## config.mk

```make
export PLATFORM = sky130hd
export DESIGN_NAME = lin2phys_walker
export DESIGN_NICKNAME = d
export VERILOG_FILES = /design/src/rtl/walk_pkg.sv /design/src/rtl/walk_addr_gen.sv /design/src/rtl/walk_rights.sv /design/src/rtl/lin2phys_walker.sv
export SDC_FILE = /design/constraint.sdc
export NUM_CORES = 1
export LEC_CHECK = 0
export ABC_AREA = 0
export BUFFER_PORTS_ARGS = -buffer_cell sky130_fd_sc_hd__buf_2
export CAP_MARGIN = 10
export CORE_MARGIN = 3
export CORE_UTILIZATION = 50
export DETAILED_ROUTE_END_ITERATION = 6
export PLACE_DENSITY = 0.8
export SYNTH_ARGS = -nofsm -noshare
export SYNTH_HDL_FRONTEND = slang
export SYNTH_HIERARCHICAL = 1
export SYNTH_SLANG_ARGS = --single-unit
```

## constraint.sdc

```tcl
create_clock -name clk -period 4.4 [get_ports clk]
set_input_delay 1.1 -clock clk [delete_from_list [all_inputs] [get_ports clk]]
set_output_delay 1.1 -clock clk [all_outputs]
set_load 0.01 [all_outputs]
```

## src/rtl/walk_pkg.sv

```systemverilog
// Shared constants and types for the two-level page table walker.
// Assumes 32-bit entries whose flag positions are fixed by the table format.
package walk_pkg;
    localparam int ENT_SHIFT = 2;      // entries are 4 bytes

    localparam int B_PRESENT = 0;
    localparam int B_RW      = 1;
    localparam int B_US      = 2;
    localparam int B_ACC     = 5;
    localparam int B_DIRTY   = 6;
    localparam int B_SIZE    = 7;

    typedef enum logic [2:0] {
        ST_IDLE,
        ST_RD_DIR,
        ST_WR_DIR,
        ST_RD_TBL,
        ST_WR_TBL,
        ST_DONE,
        ST_FAULT
    } walk_state_e;
endpackage

```

## src/rtl/walk_addr_gen.sv

```systemverilog
// Address formation for the walker: directory and table entry addresses,
// and physical addresses for large and small pages.
// Assumes entries are VA_W bits wide and frames sit at the top of the entry.
module walk_addr_gen
    import walk_pkg::*;
#(
    parameter int VA_W  = 32,
    parameter int DIR_W = 10,
    parameter int TBL_W = 10
) (
    input  logic [VA_W-1:0] lin,
    input  logic [VA_W-1:0] root,
    input  logic [VA_W-1:0] dir_ent,
    input  logic [VA_W-1:0] tbl_ent,
    input  logic [VA_W-1:0] pmask,
    output logic [VA_W-1:0] dir_addr,
    output logic [VA_W-1:0] tbl_addr,
    output logic [VA_W-1:0] big_paddr,
    output logic [VA_W-1:0] small_paddr
);
    localparam int OFS_W     = VA_W - DIR_W - TBL_W;
    localparam int BIG_OFS_W = TBL_W + OFS_W;

    localparam logic [VA_W-1:0] SMALL_FRAME = {{(VA_W-OFS_W){1'b1}}, {OFS_W{1'b0}}};
    localparam logic [VA_W-1:0] BIG_FRAME   = {{(VA_W-BIG_OFS_W){1'b1}}, {BIG_OFS_W{1'b0}}};

    logic [VA_W-1:0] dir_step;
    logic [VA_W-1:0] tbl_step;

    // Scale the index fields to byte offsets inside each table.
    always_comb begin
        dir_step = VA_W'({lin[VA_W-1 -: DIR_W], {ENT_SHIFT{1'b0}}});
        tbl_step = VA_W'({lin[BIG_OFS_W-1 -: TBL_W], {ENT_SHIFT{1'b0}}});
    end

    // Entry addresses and translated addresses.
    always_comb begin
        dir_addr    = ((root & SMALL_FRAME) + dir_step) & pmask;
        tbl_addr    = ((dir_ent & SMALL_FRAME) + tbl_step) & pmask;
        big_paddr   = (dir_ent & BIG_FRAME & pmask) | VA_W'(lin[BIG_OFS_W-1:0]);
        small_paddr = (tbl_ent & SMALL_FRAME & pmask) | VA_W'(lin[OFS_W-1:0]);
    end
endmodule

```

## src/rtl/walk_rights.sv

```systemverilog
// Rights check and bookkeeping update for the final entry of a walk.
// Assumes eff_rw/eff_us already combine both levels where two levels exist.
module walk_rights
    import walk_pkg::*;
#(
    parameter int VA_W = 32
) (
    input  logic            eff_rw,
    input  logic            eff_us,
    input  logic [VA_W-1:0] final_ent,
    input  logic            is_write,
    input  logic            is_user,
    input  logic            wp,
    output logic            violate,
    output logic [VA_W-1:0] upd_ent,
    output logic            upd_changed,
    output logic            grant_wr
);
    // Protection decision for the access.
    always_comb begin
        violate = (is_user && !eff_us) ||
                  (is_write && !eff_rw && (is_user || wp));
    end

    // Accessed/dirty update and the write right reported back.
    always_comb begin
        upd_ent         = final_ent;
        upd_ent[B_ACC]  = 1'b1;
        if (is_write) begin
            upd_ent[B_DIRTY] = 1'b1;
        end
        upd_changed = (upd_ent != final_ent);
        grant_wr    = upd_ent[B_DIRTY] && (eff_rw || (!is_user && !wp));
    end
endmodule

```

## src/rtl/lin2phys_walker.sv

```systemverilog
// Two-level page table walker: one request at a time, one memory
// transaction at a time. Configuration inputs must stay stable while
// a walk is in flight. Results are held for one cycle on rsp_valid.
module lin2phys_walker
    import walk_pkg::*;
#(
    parameter int VA_W  = 32,
    parameter int DIR_W = 10,
    parameter int TBL_W = 10
) (
    input  logic            clk,
    input  logic            rst_n,
    input  logic            paging_en,
    input  logic            wp_en,
    input  logic            pse_en,
    input  logic [VA_W-1:0] root_base,
    input  logic [VA_W-1:0] phys_mask,
    input  logic            req_valid,
    output logic            req_ready,
    input  logic [VA_W-1:0] req_addr,
    input  logic            req_write,
    input  logic            req_user,
    input  logic            req_exec,
    output logic            mem_valid,
    input  logic            mem_ready,
    output logic            mem_we,
    output logic [VA_W-1:0] mem_addr,
    output logic [VA_W-1:0] mem_wdata,
    input  logic [VA_W-1:0] mem_rdata,
    output logic            rsp_valid,
    output logic            rsp_fault,
    output logic [VA_W-1:0] rsp_paddr,
    output logic            rsp_rd,
    output logic            rsp_wr,
    output logic            rsp_ex,
    output logic            rsp_large,
    output logic [2:0]      rsp_err
);
    walk_state_e     state;
    logic [VA_W-1:0] lin_q;
    logic            wr_q;
    logic            usr_q;
    logic [VA_W-1:0] dir_q;
    logic [VA_W-1:0] tbl_q;
    logic            big_q;
    logic [VA_W-1:0] paddr_q;
    logic            grant_q;
    logic [2:0]      err_q;

    logic            unused_exec;
    logic            in_tbl;
    logic [VA_W-1:0] dir_src;
    logic [VA_W-1:0] dir_addr;
    logic [VA_W-1:0] tbl_addr;
    logic [VA_W-1:0] big_paddr;
    logic [VA_W-1:0] small_paddr;
    logic            eff_rw;
    logic            eff_us;
    logic            violate;
    logic [VA_W-1:0] upd_ent;
    logic            upd_changed;
    logic            grant_wr;

    // Fetches carry no separate permission in this table format.
    assign unused_exec = req_exec;

    // Select the entries the address and rights logic look at.
    always_comb begin
        in_tbl  = (state == ST_RD_TBL);
        dir_src = (state == ST_RD_DIR) ? mem_rdata : dir_q;
        eff_rw  = mem_rdata[B_RW] & (in_tbl ? dir_q[B_RW] : 1'b1);
        eff_us  = mem_rdata[B_US] & (in_tbl ? dir_q[B_US] : 1'b1);
    end

    walk_addr_gen #(
        .VA_W  (VA_W),
        .DIR_W (DIR_W),
        .TBL_W (TBL_W)
    ) addr_gen_i (
        .lin         (lin_q),
        .root        (root_base),
        .dir_ent     (dir_src),
        .tbl_ent     (mem_rdata),
        .pmask       (phys_mask),
        .dir_addr    (dir_addr),
        .tbl_addr    (tbl_addr),
        .big_paddr   (big_paddr),
        .small_paddr (small_paddr)
    );

    walk_rights #(
        .VA_W (VA_W)
    ) rights_i (
        .eff_rw      (eff_rw),
        .eff_us      (eff_us),
        .final_ent   (mem_rdata),
        .is_write    (wr_q),
        .is_user     (usr_q),
        .wp          (wp_en),
        .violate     (violate),
        .upd_ent     (upd_ent),
        .upd_changed (upd_changed),
        .grant_wr    (grant_wr)
    );

    // Memory port: one transaction per walk state, held until mem_ready.
    always_comb begin
        mem_valid = (state == ST_RD_DIR) || (state == ST_WR_DIR) ||
                    (state == ST_RD_TBL) || (state == ST_WR_TBL);
        mem_we    = (state == ST_WR_DIR) || (state == ST_WR_TBL);
        mem_addr  = ((state == ST_RD_DIR) || (state == ST_WR_DIR)) ? dir_addr : tbl_addr;
        mem_wdata = (state == ST_WR_DIR) ? dir_q : tbl_q;
    end

    // Response port driven from state and result registers.
    always_comb begin
        req_ready = (state == ST_IDLE);
        rsp_valid = (state == ST_DONE) || (state == ST_FAULT);
        rsp_fault = (state == ST_FAULT);
        rsp_paddr = paddr_q;
        rsp_rd    = (state == ST_DONE);
        rsp_wr    = (state == ST_DONE) && grant_q;
        rsp_ex    = (state == ST_DONE);
        rsp_large = (state == ST_DONE) && big_q;
        rsp_err   = (state == ST_FAULT) ? err_q : 3'b000;
    end

    // Walk sequencer: decides the next step from each entry read.
    always_ff @(posedge clk) begin
        if (!rst_n) begin
            state   <= ST_IDLE;
            lin_q   <= '0;
            wr_q    <= 1'b0;
            usr_q   <= 1'b0;
            dir_q   <= '0;
            tbl_q   <= '0;
            big_q   <= 1'b0;
            paddr_q <= '0;
            grant_q <= 1'b0;
            err_q   <= 3'b000;
        end else begin
            case (state)
                ST_IDLE: begin
                    if (req_valid) begin
                        lin_q <= req_addr;
                        wr_q  <= req_write;
                        usr_q <= req_user;
                        big_q <= 1'b0;
                        if (!paging_en) begin
                            paddr_q <= req_addr;
                            grant_q <= 1'b1;
                            state   <= ST_DONE;
                        end else begin
                            state <= ST_RD_DIR;
                        end
                    end
                end
                ST_RD_DIR: begin
                    if (mem_ready) begin
                        dir_q <= mem_rdata;
                        if (!mem_rdata[B_PRESENT]) begin
                            err_q <= {usr_q, wr_q, 1'b0};
                            state <= ST_FAULT;
                        end else if (mem_rdata[B_SIZE] && pse_en) begin
                            big_q <= 1'b1;
                            if (violate) begin
                                err_q <= {usr_q, wr_q, 1'b1};
                                state <= ST_FAULT;
                            end else begin
                                dir_q   <= upd_ent;
                                paddr_q <= big_paddr;
                                grant_q <= grant_wr;
                                state   <= upd_changed ? ST_WR_DIR : ST_DONE;
                            end
                        end else begin
                            big_q <= 1'b0;
                            if (!mem_rdata[B_ACC]) begin
                                dir_q[B_ACC] <= 1'b1;
                                state        <= ST_WR_DIR;
                            end else begin
                                state <= ST_RD_TBL;
                            end
                        end
                    end
                end
                ST_WR_DIR: begin
                    if (mem_ready) begin
                        state <= big_q ? ST_DONE : ST_RD_TBL;
                    end
                end
                ST_RD_TBL: begin
                    if (mem_ready) begin
                        if (!mem_rdata[B_PRESENT]) begin
                            err_q <= {usr_q, wr_q, 1'b0};
                            state <= ST_FAULT;
                        end else if (violate) begin
                            err_q <= {usr_q, wr_q, 1'b1};
                            state <= ST_FAULT;
                        end else begin
                            tbl_q   <= upd_ent;
                            paddr_q <= small_paddr;
                            grant_q <= grant_wr;
                            state   <= upd_changed ? ST_WR_TBL : ST_DONE;
                        end
                    end
                end
                ST_WR_TBL: begin
                    if (mem_ready) begin
                        state <= ST_DONE;
                    end
                end
                ST_DONE:  state <= ST_IDLE;
                ST_FAULT: state <= ST_IDLE;
                default:  state <= ST_IDLE;
            endcase
        end
    end

    // Memory request held steady until accepted.
    AST_MEM_HOLD: assert property (@(posedge clk) disable iff (!rst_n)
        mem_valid && !mem_ready |=> mem_valid && $stable(mem_addr) && $stable(mem_we) && $stable(mem_wdata));

    // Each result lasts exactly one cycle.
    AST_RSP_PULSE: assert property (@(posedge clk) disable iff (!rst_n)
        rsp_valid |=> !rsp_valid);

    // Every entry written back carries present and accessed.
    AST_WB_ACCESSED: assert property (@(posedge clk) disable iff (!rst_n)
        mem_valid && mem_we |-> mem_wdata[B_ACC] && mem_wdata[B_PRESENT]);

    // A write that succeeds always comes back with write permission.
    AST_WRITE_GRANTS: assert property (@(posedge clk) disable iff (!rst_n)
        rsp_valid && !rsp_fault && wr_q |-> rsp_wr);

    // With paging off the address comes back untouched.
    AST_PASS_THROUGH: assert property (@(posedge clk) disable iff (!rst_n)
        rsp_valid && !paging_en |-> !rsp_fault && rsp_paddr == lin_q && !rsp_large);
endmodule

```

==> run summary, run 1 <==
The flow ran to the end, and the final reports show no timing, DRC or antenna violations. The count of nets after finishing is 1258. The worst setup path startpoint is state[0]. The met3 usage is 5.08%. Setup repair after global routing left no endpoint under its margin. The static leakage is 4.73 nW. In the global route stage, met1 resource usage came out at 28.9%. The critical path data arrival time came out at 2860 ps. The number of buffers inserted to repair setup after CTS is 0. Once detail routing completed, the nets flagged for antenna violations numbered 0. The count of cells in the finished layout, fillers not included, comes to 1353.

The netlist area before placement came out at 0.00873 sq mm. The setup path with the least slack is of type register to output pin. The later pin in the worst-skew pair is clocked with a latency of 420 ps.

The worst-case reg-to-reg path depth came out at 9. The first global-routing pass estimated 36000 um of wire. Across every metal layer, demand over resource in global routing totals 22.8%. The area growth from synthesis to layout is 13.6%. The maximum frequency from static timing analysis came out at 252 MHz.

Hold timing on the final database bottoms out at a slack of 450 ps. In this run the critical register-to-register path is captured at tbl_q[3]. The effective utilization at floorplan came out at 51.9%. The worst register-to-register path begins at state[0]. The port buffer count is 228. The cell area power density is 524 mW/mm^2. The final count of hold timing violations is 0.

At the end of routability-driven placement, the weighted congestion stood at 0.895. The core region area came out at 0.0168 sq mm. The first-pass iteration count of the detailed router is 5. The post-route fraction of the period consumed by the critical path is 90.0%. The cell sitting at the root of the clock tree is a sky130_fd_sc_hd__clkbuf_16. The tightest min-delay check is of the register to register type.

The total count of max-transition violations in the final report was 0. The slew at the pin with the worst max-slew slack came out at 1160 ps. The largest voltage drop on the vdd net is 0.000340 V. For the final routed database, the setup TNS stands at 0 ps. The final antenna diode count came out at 0. Gates resized during post-CTS repair numbered 0.

The final-report setup violation count is 0. The smallest setup slack after layout is 439 ps. The worst pin sits at a relative slew slack of 22.7%. The die span in y came out at 138 um.

The clock-pin slew on the worst setup and hold paths came out at 60 ps. The average detailed-routed wire length per instance is 16.4 um. The cell area after placement came out at 0.00932 sq mm.

The routed layout has 7218 vias. In the routed layout, each cell is associated on average with a via count of 5.33. After global routing, the most crowded layer is met2. The worst endpoint required time came out at 3300 ps. The number of clock sinks came out at 138. The average cell area after synthesis is 8.68 sq um. The smallest clock period supported by the final layout is computed as 3960 ps. The number of I/O pins is 246. The number of DRC markers in iteration 0 is 331. The number of hold buffers added after CTS was 0. The via count of the first global-routing pass is 6982. The worst clock skew on the final layout is 8.23 ps. The floorplan step defined a die boundary enclosing 0.0191 sq mm. The horizontal die dimension is 138 um. Summed over all layers, the global routing overflow is 0. The number of buffers on the longest clock path came out at 2.

The minimum setup slack among reg-to-reg paths is 1010 ps. In the routed design, unresolved DRC markers number 0. The number of max-capacitance violations reported is 0. STA classifies the critical path startpoint as a register.

The final layout contains routed wiring with a total length of 22100 um. The placement row count is 47. The detailed-placement wirelength estimate came out at 15800 um. The met2 global-route usage is 38.5%. The synthesized instance count is 1006. After detailed placement, the design holds a cell count of 1321.

The critical path endpoint is mem_addr[8]. The warning count from the yosys run is 6. The finished layout cell area came out at 0.00992 sq mm. STA classifies the critical path endpoint as an output pin. TritonCTS built the clock tree. The highest fanout seen on the critical path came out at 25.

The H-tree depth reported by CTS came out at 4. The number of antenna violations at the first check in global routing came out at 1. The ratio of cells with drive above 1 in the final layout is 29.8%. The setup slack at placement came out at 939 ps. The maximum number of pins on one net before global-route repair came out at 84. The TritonCTS buffer count came out at 17.
-- sequential cells by signal, indices dropped and copies added, names as in the netlist --
signal	count
tbl_q	32
state	3
rsp_paddr	32
dir_q	32
err_q	3
wr_q	1
big_q	1
grant_q	1
usr_q	1
lin_q	32
-- per-stage QoR --
step           power (W)  utilization (%)
6_report         0.00520             59.0
5_1_grt          0.00551             59.0
4_1_cts          0.00524             59.0
3_5_place_dp     0.00380             55.4
3_3_place_gp     0.00375             55.4
2_1_floorplan    0.00335                -
-- report_power, final --
part           internal (W)  leakage (nW)  switching (W)
Combinational      0.000915          3.32        0.00119
Sequential          0.00148          1.12       0.000186
Clock              0.000870         0.280       0.000558
-- critical path: stages, from the launching register on --
cell and delay (ps):
sky130_fd_sc_hd__dfxtp_1 780, sky130_fd_sc_hd__nor2b_1 380, sky130_fd_sc_hd__inv_1 130, sky130_fd_sc_hd__a21oi_4 370, sky130_fd_sc_hd__buf_12 260, sky130_fd_sc_hd__mux2_1 370
sky130_fd_sc_hd__buf_2 150
-- how the worst min path moves through the flow --
stage	start	endpoint	slack (ps)	cells after the start
2_1_floorplan	dir_q[7]	dir_q[7]	430	2
3_3_place_gp	tbl_q[2]	tbl_q[2]	440	2
3_5_place_dp	tbl_q[0]	tbl_q[0]	440	2
4_1_cts	tbl_q[31]	tbl_q[31]	450	2
5_1_grt	lin_q[30]	lin_q[30]	470	2
6_report	rsp_paddr[3]	rsp_paddr[3]	450	2
-- routing by layer --
layer,vias to the layer above,share of wire (%)
met5,-,0.032
met4,2,2.4
met3,32,6.0
met2,246,48
met1,3352,43
li1,3586,-
-- final cells by class --
type	instances	area (sq um)
Clock buffer	20	457
Clock inverter	12	139
Fill cell	1525	6900
Inverter	7	26.3
Multi-Input combinational cell	712	4960
Sequential cell	138	2760
Tap cell	220	275
Timing Repair Buffer	244	1300
-- placed cells by master (no fill, tap or decap), drive strengths merged, types with 3 or more instances in the layout --
cell        n
buf       244
nand2     239
dfxtp     138
mux2i      96
and2       87
mux2       85
a21boi     69
o211ai     32
o211a      29
clkbuf     20
nor2       11
inv        10
o21ai       6
nand2b      5
conb        5
a21oi       5
o21a        4
nand3       4
clkinvlp    4
and3        3
o31ai       3
clkinv      3
Power figures use the tool's default switching activity.
==> inputs of run 2 (changes only) <==
Settings changed: CTS_BUF_LIST set to sky130_fd_sc_hd__clkbuf_4 sky130_fd_sc_hd__clkbuf_8.
==> run 2 against run 1 <==
Compared with the run above: final cell count about the same; register-to-register slack better by 60 ps; combinational power about the same; fmax about the same; hold slack better by 2.9 ps; die area unchanged; setup slack worse by 3.0 ps; clock power down 27%; via count unchanged; critical path type unchanged; highest routed layer unchanged.
==> run summary, run 2 (synthesized netlist as in run 1, its figures left out) <==
The horizontal die dimension came to 138 um (unchanged). The first-pass iteration count of the detailed router is 5 (unchanged). The die span in y is 138 um (unchanged). Setup repair after global routing left no endpoint under its margin. The TritonCTS buffer count came out at 17 (unchanged). The worst clock skew on the final layout came out at 14.6 ps (+6.34 ps). The slew at the pin with the worst max-slew slack is 1140 ps (-19.7 ps).

The DRC violations left came out at 0 (unchanged). The mean number of vias per cell is 5.33 (about the same). The highest fanout seen on the critical path came out at 25 (unchanged).

The effective utilization at floorplan was 51.9% (unchanged). The number of antenna violations at the first check in global routing is 1 (unchanged). The count of nets after finishing is 1258 (unchanged).

The post-cts hold buffer count was 0 (unchanged). STA classifies the critical path endpoint as an output pin. The ratio of cells with drive above 1 in the final layout is 29.9% (+0.088 points). The maximum number of pins on one net before global-route repair came out at 84 (unchanged).

Relative to the synthesized area, the layout overhead comes to 11.5%. The cell count along the critical path is 6 (unchanged). The critical path data arrival time was 2860 ps (about the same).

The final count of hold timing violations came to 0 (unchanged). Leaving out fill and tap cells, the most frequent cells in the layout are sky130_fd_sc_hd__nand2_1, sky130_fd_sc_hd__buf_2, sky130_fd_sc_hd__dfxtp_1. The worst-case reg-to-reg path depth came out at 9 (unchanged). The time the final worst path needs with I/O delays and setup is 3960 ps (+2.98 ps). The detailed-placement wirelength estimate is 15800 um (unchanged). The wire length of the first global-routing pass came out at 35700 um (-0.98%). The relative max-transition margin came out at 24.1% (+1.3 points). The average detailed-routed wire length per instance came out at 16.2 um (-0.76%).

The minimum setup slack among reg-to-reg paths came out at 1070 ps (+60 ps). The overall overflow remaining after global route came out at 0 (unchanged). The number of buffers on the longest clock path is 2 (unchanged). The worst endpoint required time came out at 3300 ps (about the same). The slowest stage of the critical path belongs to the cell sky130_fd_sc_hd__dfxtp_1. The signal on the critical path passes through nor2b_1, inv_1, a21oi_4, buf_12, mux2_1, buf_2. The startpoint-to-endpoint class of the critical path is register to output pin. The cell area power density is 495 mW/mm^2 (-5.6%).

The worst setup path is launched from a register. The count of placed standard cells in the final layout, fillers left out is 1354 (+0.074%). The clock latency on the worst-skew pair is 450 ps (+30 ps).

The number of clock sinks came out at 138 (unchanged). The placement row count is 47 (unchanged). The clock tree from TritonCTS is yes. The final-report setup violation count came out at 0 (unchanged).

The number of buffers inserted to repair setup after CTS is 0 (unchanged). The total count of max-transition violations in the final report is 0 (unchanged). The number of I/O pins came to 246 (unchanged). The total wirelength of the detailed-routed design came out at 22000 um (-0.69%).

The number of DRC markers in iteration 0 came out at 323 (-2.4%). The cell class contributing the biggest share of worst-path delay is flip-flops. The clock-pin slew on the worst setup and hold paths came out at 80 ps (+20 ps). The critical path buffer and inverter count is 3 (unchanged).

The utilization after layout came out at 57.9% (-1.1 points). The run finished with clean final reports. The maximum frequency from static timing analysis is 252 MHz (about the same). The post-route fraction of the period consumed by the critical path came out at 90.1% (about the same). Clock tree synthesis selected as its root buffer the cell sky130_fd_sc_hd__clkbuf_8. The type of the tightest min-delay check is register to register. The core region area is 0.0168 sq mm (unchanged). The largest voltage drop on the vdd net was 0.000324 V (-4.6%). The number of max-capacitance violations reported is 0 (unchanged). The port buffer count was 228 (unchanged). The worst stage delay on the critical path came to 780 ps (about the same). The area of the die is 0.0191 sq mm (unchanged). The H-tree depth reported by CTS came to 4 (unchanged). The post-placement cell count came out at 1321 (unchanged). The global routing usage summed across all routing layers came out at 22.6% (-0.12 points).

The static leakage is 4.64 nW (-1.8%). The post-route setup TNS is 0 ps (unchanged). The weighted congestion reported at the end of routability-driven placement came out at 0.895 (unchanged).

The post-cts gate resize count is 0 (unchanged). The cell depth of the worst min-delay path came out at 2 (unchanged). The library cell used most frequently in the layout, excluding fill and tap cells, is sky130_fd_sc_hd__nand2_1. The final antenna-violating net count is 0 (unchanged). The via count of the first global-routing pass came out at 6915 (-0.96%).

The total vias in the final route is 7218 (unchanged).
-- run 2: worst paths after layout --
kind / startpoint / endpoint
max: state[0] / mem_addr[8]
min: rsp_paddr[3] / rsp_paddr[3]
max reg2reg: state[0] / tbl_q[3]
min reg2reg: rsp_paddr[3] / rsp_paddr[3]
-- run 2: per-stage QoR --
step                      total power, W  cell area [sq um]  hold slack (ps)  worst slack [ps]
after floorplan                  0.00335               8740              427              1340
after global placement           0.00375               9320              437               953
after detailed placement         0.00380               9320              444               939
after CTS                        0.00486               9730              455               433
after global routing             0.00514               9730              477               254
final                            0.00481               9730              453               436
-- run 2: where the power goes --
part | internal, W | switching, W | total, W | leakage, nW
Sequential | 0.00148 | 0.000186 | 0.00167 | 1.12
Clock | 0.000545 | 0.000509 | 0.00105 | 0.196
Combinational | 0.000915 | 0.00118 | 0.00209 | 3.32
Total | 0.00294 | 0.00187 | 0.00481 | 4.64
-- run 2: cell type report --
| cell class | count | area [sq um] |
|---|---|---|
| repair buffers | 244 | 1300 |
| diodes | 1 | 2.50 |
| multi-input cells | 712 | 4960 |
| well taps | 220 | 275 |
| flip-flops and latches | 138 | 2760 |
| clock buffers | 20 | 269 |
| fillers | 1553 | 7090 |
| inverters | 7 | 26.3 |
| clock inverters | 12 | 139 |
-- run 2: worst min-delay path, stage by stage (launching register included) --
cell                      delay (ps)
sky130_fd_sc_hd__dfxtp_1         310
sky130_fd_sc_hd__nand2_1          50
sky130_fd_sc_hd__mux2i_1          50
-- run 2: metal layers --
metal	share of wire (%)	GRT usage, %	wire, um	vias up
li1	-	-	-	3588
met5	0.032	0	7	-
met3	6.1	5.39	1350	31
met1	44	28.7	9570	3371
met2	48	38.0	10500	226
met4	2.4	7.64	534	2
==> inputs of run 3 (changes only) <==
Settings changed: CORE_MARGIN 3 to 5, PLACE_DENSITY 0.8 to 0.83, SLEW_MARGIN set to 20, SYNTH_HIERARCHICAL 1 to not set.
==> run 3 against run 2 <==
Compared with the run above: area after synthesis decreased by 19%; clock skew is 2.3 ps lower; clock power rose by 7%; critical path depth decreased by 1; non-clock buffer count is 1 lower; synthesized cell count is 12% lower; via count is 3.3% lower; flip-flop and latch count decreased by 1; power down 32%; highest routed layer is now met4.
==> run summary, run 3 <==
Summed over its instances, the top area cell type makes up 38.9% of the synthesized netlist area. The detailed-placement wirelength estimate is 15300 um (-3.4%). The post-synthesis compound-gate area fraction is 18.5%. The synthesized netlist contains 48 unique library cells. The maximum number of pins on one net before global-route repair is 108 (+29%). The worst clock skew on the final layout came out at 12.3 ps (-2.27 ps).

The weighted congestion reported at the end of routability-driven placement came to 0.894 (-0.18%). The warning count from the yosys run is 0 (-6). The average cell area after synthesis is 7.94 sq um (-8.6%).

The fraction of the mapped netlist area in simple logic gates is 23.5%. By area the synthesized netlist is led by sky130_fd_sc_hd__dfxtp_1, sky130_fd_sc_hd__nand2_1, sky130_fd_sc_hd__a21boi_0. The most common cell in the synthesized netlist is sky130_fd_sc_hd__nand2_1.

The worst endpoint required time is 3300 ps (about the same). The total wirelength of the detailed-routed design is 21600 um (-1.8%). The count of nets after finishing is 1220 (-3.0%). The number of max-capacitance violations reported came out at 0 (unchanged). The mux contribution to synthesized area is 12.9%. The netlist area before placement is 0.00706 sq mm (-19%).

The synthesized netlist devotes 0.124% of its cell area to XOR and XNOR gates. The cell depth of the worst min-delay path came out at 2 (unchanged). The library cell used most frequently in the layout, excluding fill and tap cells, is sky130_fd_sc_hd__nand2_1. The effective utilization at floorplan is 50.8% (-1.1 points). The maximum frequency from static timing analysis is 263 MHz (+4.1%). The relative max-transition margin came out at 28.3% (+4.2 points). The core region area is 0.0139 sq mm (-17%).

The top cell types in the final layout, fill and taps aside, are sky130_fd_sc_hd__nand2_1, sky130_fd_sc_hd__buf_2, sky130_fd_sc_hd__dfxtp_1. The busiest layer in global routing is met2. The area of all sequential standard cells is 0.00274 sq mm (-0.77%).

For this run, the leading register cell type out of synthesis is sky130_fd_sc_hd__dfxtp_1. The adder-cell area share of the yosys netlist is 0%. The worst-case reg-to-reg path depth was 5 (-4). The cell area power density is 378 mW/mm^2 (-24%). The met2 global-route usage came out at 42.3% (+4.4 points). The global routing usage summed across all routing layers is 26.0% (+3.3 points). The ratio of cells with drive above 1 in the final layout is 29.0% (-0.88 points).

The area of the die is 0.0166 sq mm (-13%). The worst setup path is launched from a register. The final antenna-violating net count came out at 0 (unchanged). The number of buffers on the longest clock path came to 2 (unchanged). The worst setup path is captured at an output pin. The met3 usage came to 7.14% (+1.8 points). The flow ran to the end, and the final reports show no timing, DRC or antenna violations. The path class of the tightest hold or removal check is register to register. The synthesized instance count came out at 889 (-12%). The horizontal die dimension came out at 129 um (-6.8%). The number of DRC markers in iteration 0 is 678 (+110%). The number of buffers inserted to repair setup after CTS is 0 (unchanged). The clock latency on the worst-skew pair is 460 ps (about the same). The via count of the first global-routing pass was 6688 (-3.3%).

The register bit count reported by yosys is 137. The TritonCTS buffer count is 17 (unchanged). Setup repair after global routing left no endpoint under its margin. The first-pass iteration count of the detailed router is 5 (unchanged). The die span in y came out at 129 um (-6.8%). The slew at the pin with the worst max-slew slack is 1080 ps (-60.6 ps).

The number of I/O pins came out at 246 (unchanged). The footprint of the multi-input gates came out at 0.00392 sq mm (-21%). The sequential area share after synthesis came out at 38.9%. The total vias in the final route is 6981 (-3.3%). The final count of hold timing violations came out at 0 (unchanged). sky130_fd_sc_hd__dfxtp_1 takes more of the synthesized area than any other cell. The count of flip-flops with a built-in enable after synthesis is 0.

The final-report setup violation count is 0 (unchanged). The mean number of vias per cell is 5.47 (+2.6%). The startpoint-to-endpoint class of the critical path is register to output pin. The total count of max-transition violations in the final report came out at 0 (unchanged). The placement row count is 43 (-8.5%). The post-cts gate resize count came out at 0 (unchanged). After synthesis, the largest family of logic cells by area is simple AND/OR/NAND/NOR gates.

The DRC violations left came to 0 (unchanged). The number of fill cells came out at 1243 (-20%). The static leakage was 3.82 nW (-18%).

The utilization after layout is 62.7% (+4.8 points). The post-cts hold buffer count came out at 0 (unchanged). The average detailed-routed wire length per instance is 16.9 um (+4.2%). The number of clock sinks came out at 137 (-0.72%). The time the final worst path needs with I/O delays and setup came out at 3810 ps (-155 ps). The overall overflow remaining after global route came to 0 (unchanged).

The H-tree depth reported by CTS is 4 (unchanged). The clock tree from TritonCTS is yes. The share of flip-flops with an asynchronous set or reset came out at 0%.

The post-route setup TNS is 0 ps (unchanged). The clock-pin slew on the worst setup and hold paths came out at 70 ps (about the same). The wire length of the first global-routing pass is 33900 um (-4.9%). The post-route fraction of the period consumed by the critical path is 86.6% (-3.5 points). The port buffer count came out at 228 (unchanged). The met1 track demand over resource in global routing is 32.9% (+4.1 points). The largest voltage drop on the vdd net came out at 0.000206 V (-36%). The number of antenna violations at the first check in global routing was 1 (unchanged). The highest fanout seen on the critical path is 30 (+20%). The commonest cells after synthesis are sky130_fd_sc_hd__nand2_1, sky130_fd_sc_hd__dfxtp_1, sky130_fd_sc_hd__a21boi_0. The area growth from synthesis to layout came out at 23.4%.

The critical path data arrival time came out at 2710 ps (-150 ps). The buffer cell driving the clock tree root is sky130_fd_sc_hd__clkbuf_8.
run 3: changes by cell type in the layout (fill, tap and decap cells not counted), sizes merged, moves of 7 or more:
cell	delta
mux2i	-39
and3	+13
a21oi	+10
o21ai	+7
a21boi	+26
o211ai	-20
nand2	+56
inv	+19
and2	-85
nand2b	+11
o211a	-29
o221ai	+19
mux2	-55
nand3	+24
run 3: path summary, 6_finish.rpt:
path                      start            end  slack, ps
hold / removal    rsp_paddr[30]  rsp_paddr[30]        460
setup reg to reg       state[2]   rsp_paddr[8]       1290
hold reg to reg   rsp_paddr[30]  rsp_paddr[30]        460
setup / recovery       state[2]   mem_addr[23]        590
run 3: critical path, cell delays in order (launching register included):
cell	delay, ps
sky130_fd_sc_hd__dfxtp_1	920
sky130_fd_sc_hd__o21bai_2	260
sky130_fd_sc_hd__buf_4	390
sky130_fd_sc_hd__nand2_1	110
sky130_fd_sc_hd__a21boi_0	360
sky130_fd_sc_hd__buf_2	210
run 3: per-stage QoR:
stage / instances / total power, W / worst slack [ps] / hold slack [ps] / instance area [sq um]
4_1_cts: 1275 / 0.00330 / 604 / 458 / 8700
2_1_floorplan: 890 / 0.00188 / 1710 / 430 / 7060
3_5_place_dp: 1243 / 0.00219 / 1110 / 447 / 8270
6_report: 1276 / 0.00329 / 591 / 455 / 8700
5_1_grt: 1276 / 0.00345 / 459 / 481 / 8700
3_3_place_gp: 1243 / 0.00217 / 1130 / 439 / 8270
run 3: power breakdown:
group	leakage (nW)	switching [W]	internal (W)	total, W
logic	2.49	0.000464	0.000288	0.000752
clock network	0.212	0.000506	0.000619	0.00112
registers	1.12	0.0000696	0.00134	0.00141
total	3.82	0.00104	0.00225	0.00329
run 3: area by class of cell:
type / instances / share of cell area (%)
clock buffers: 22 / 3.33
multi-input cells: 655 / 45.0
well taps: 180 / 2.59
inverters: 28 / 1.21
clock inverters: 10 / 1.61
flip-flops and latches: 137 / 31.5
diodes: 1 / 0.0287
repair buffers: 243 / 14.7
run 3: cell families (layout without fill, tap and decap cells):
| group | Yosys count | in the layout |
|---|---|---|
| and+or+nand+nor | 387 | 387 |
| AOI/OAI and AO/OA | 178 | 178 |
| DFF | 137 | 137 |
| buffers and inverters | 98 | 303 |
| muxes | 87 | 87 |
| other | 1 | 3 |
| xor gates and xnor gates | 1 | 1 |
run 3: layer usage:
layer	share of wire, %	vias up
met5	0	-
met4	2.6	0
met3	9.4	42
met2	47	343
met1	41	3208
li1	-	3388
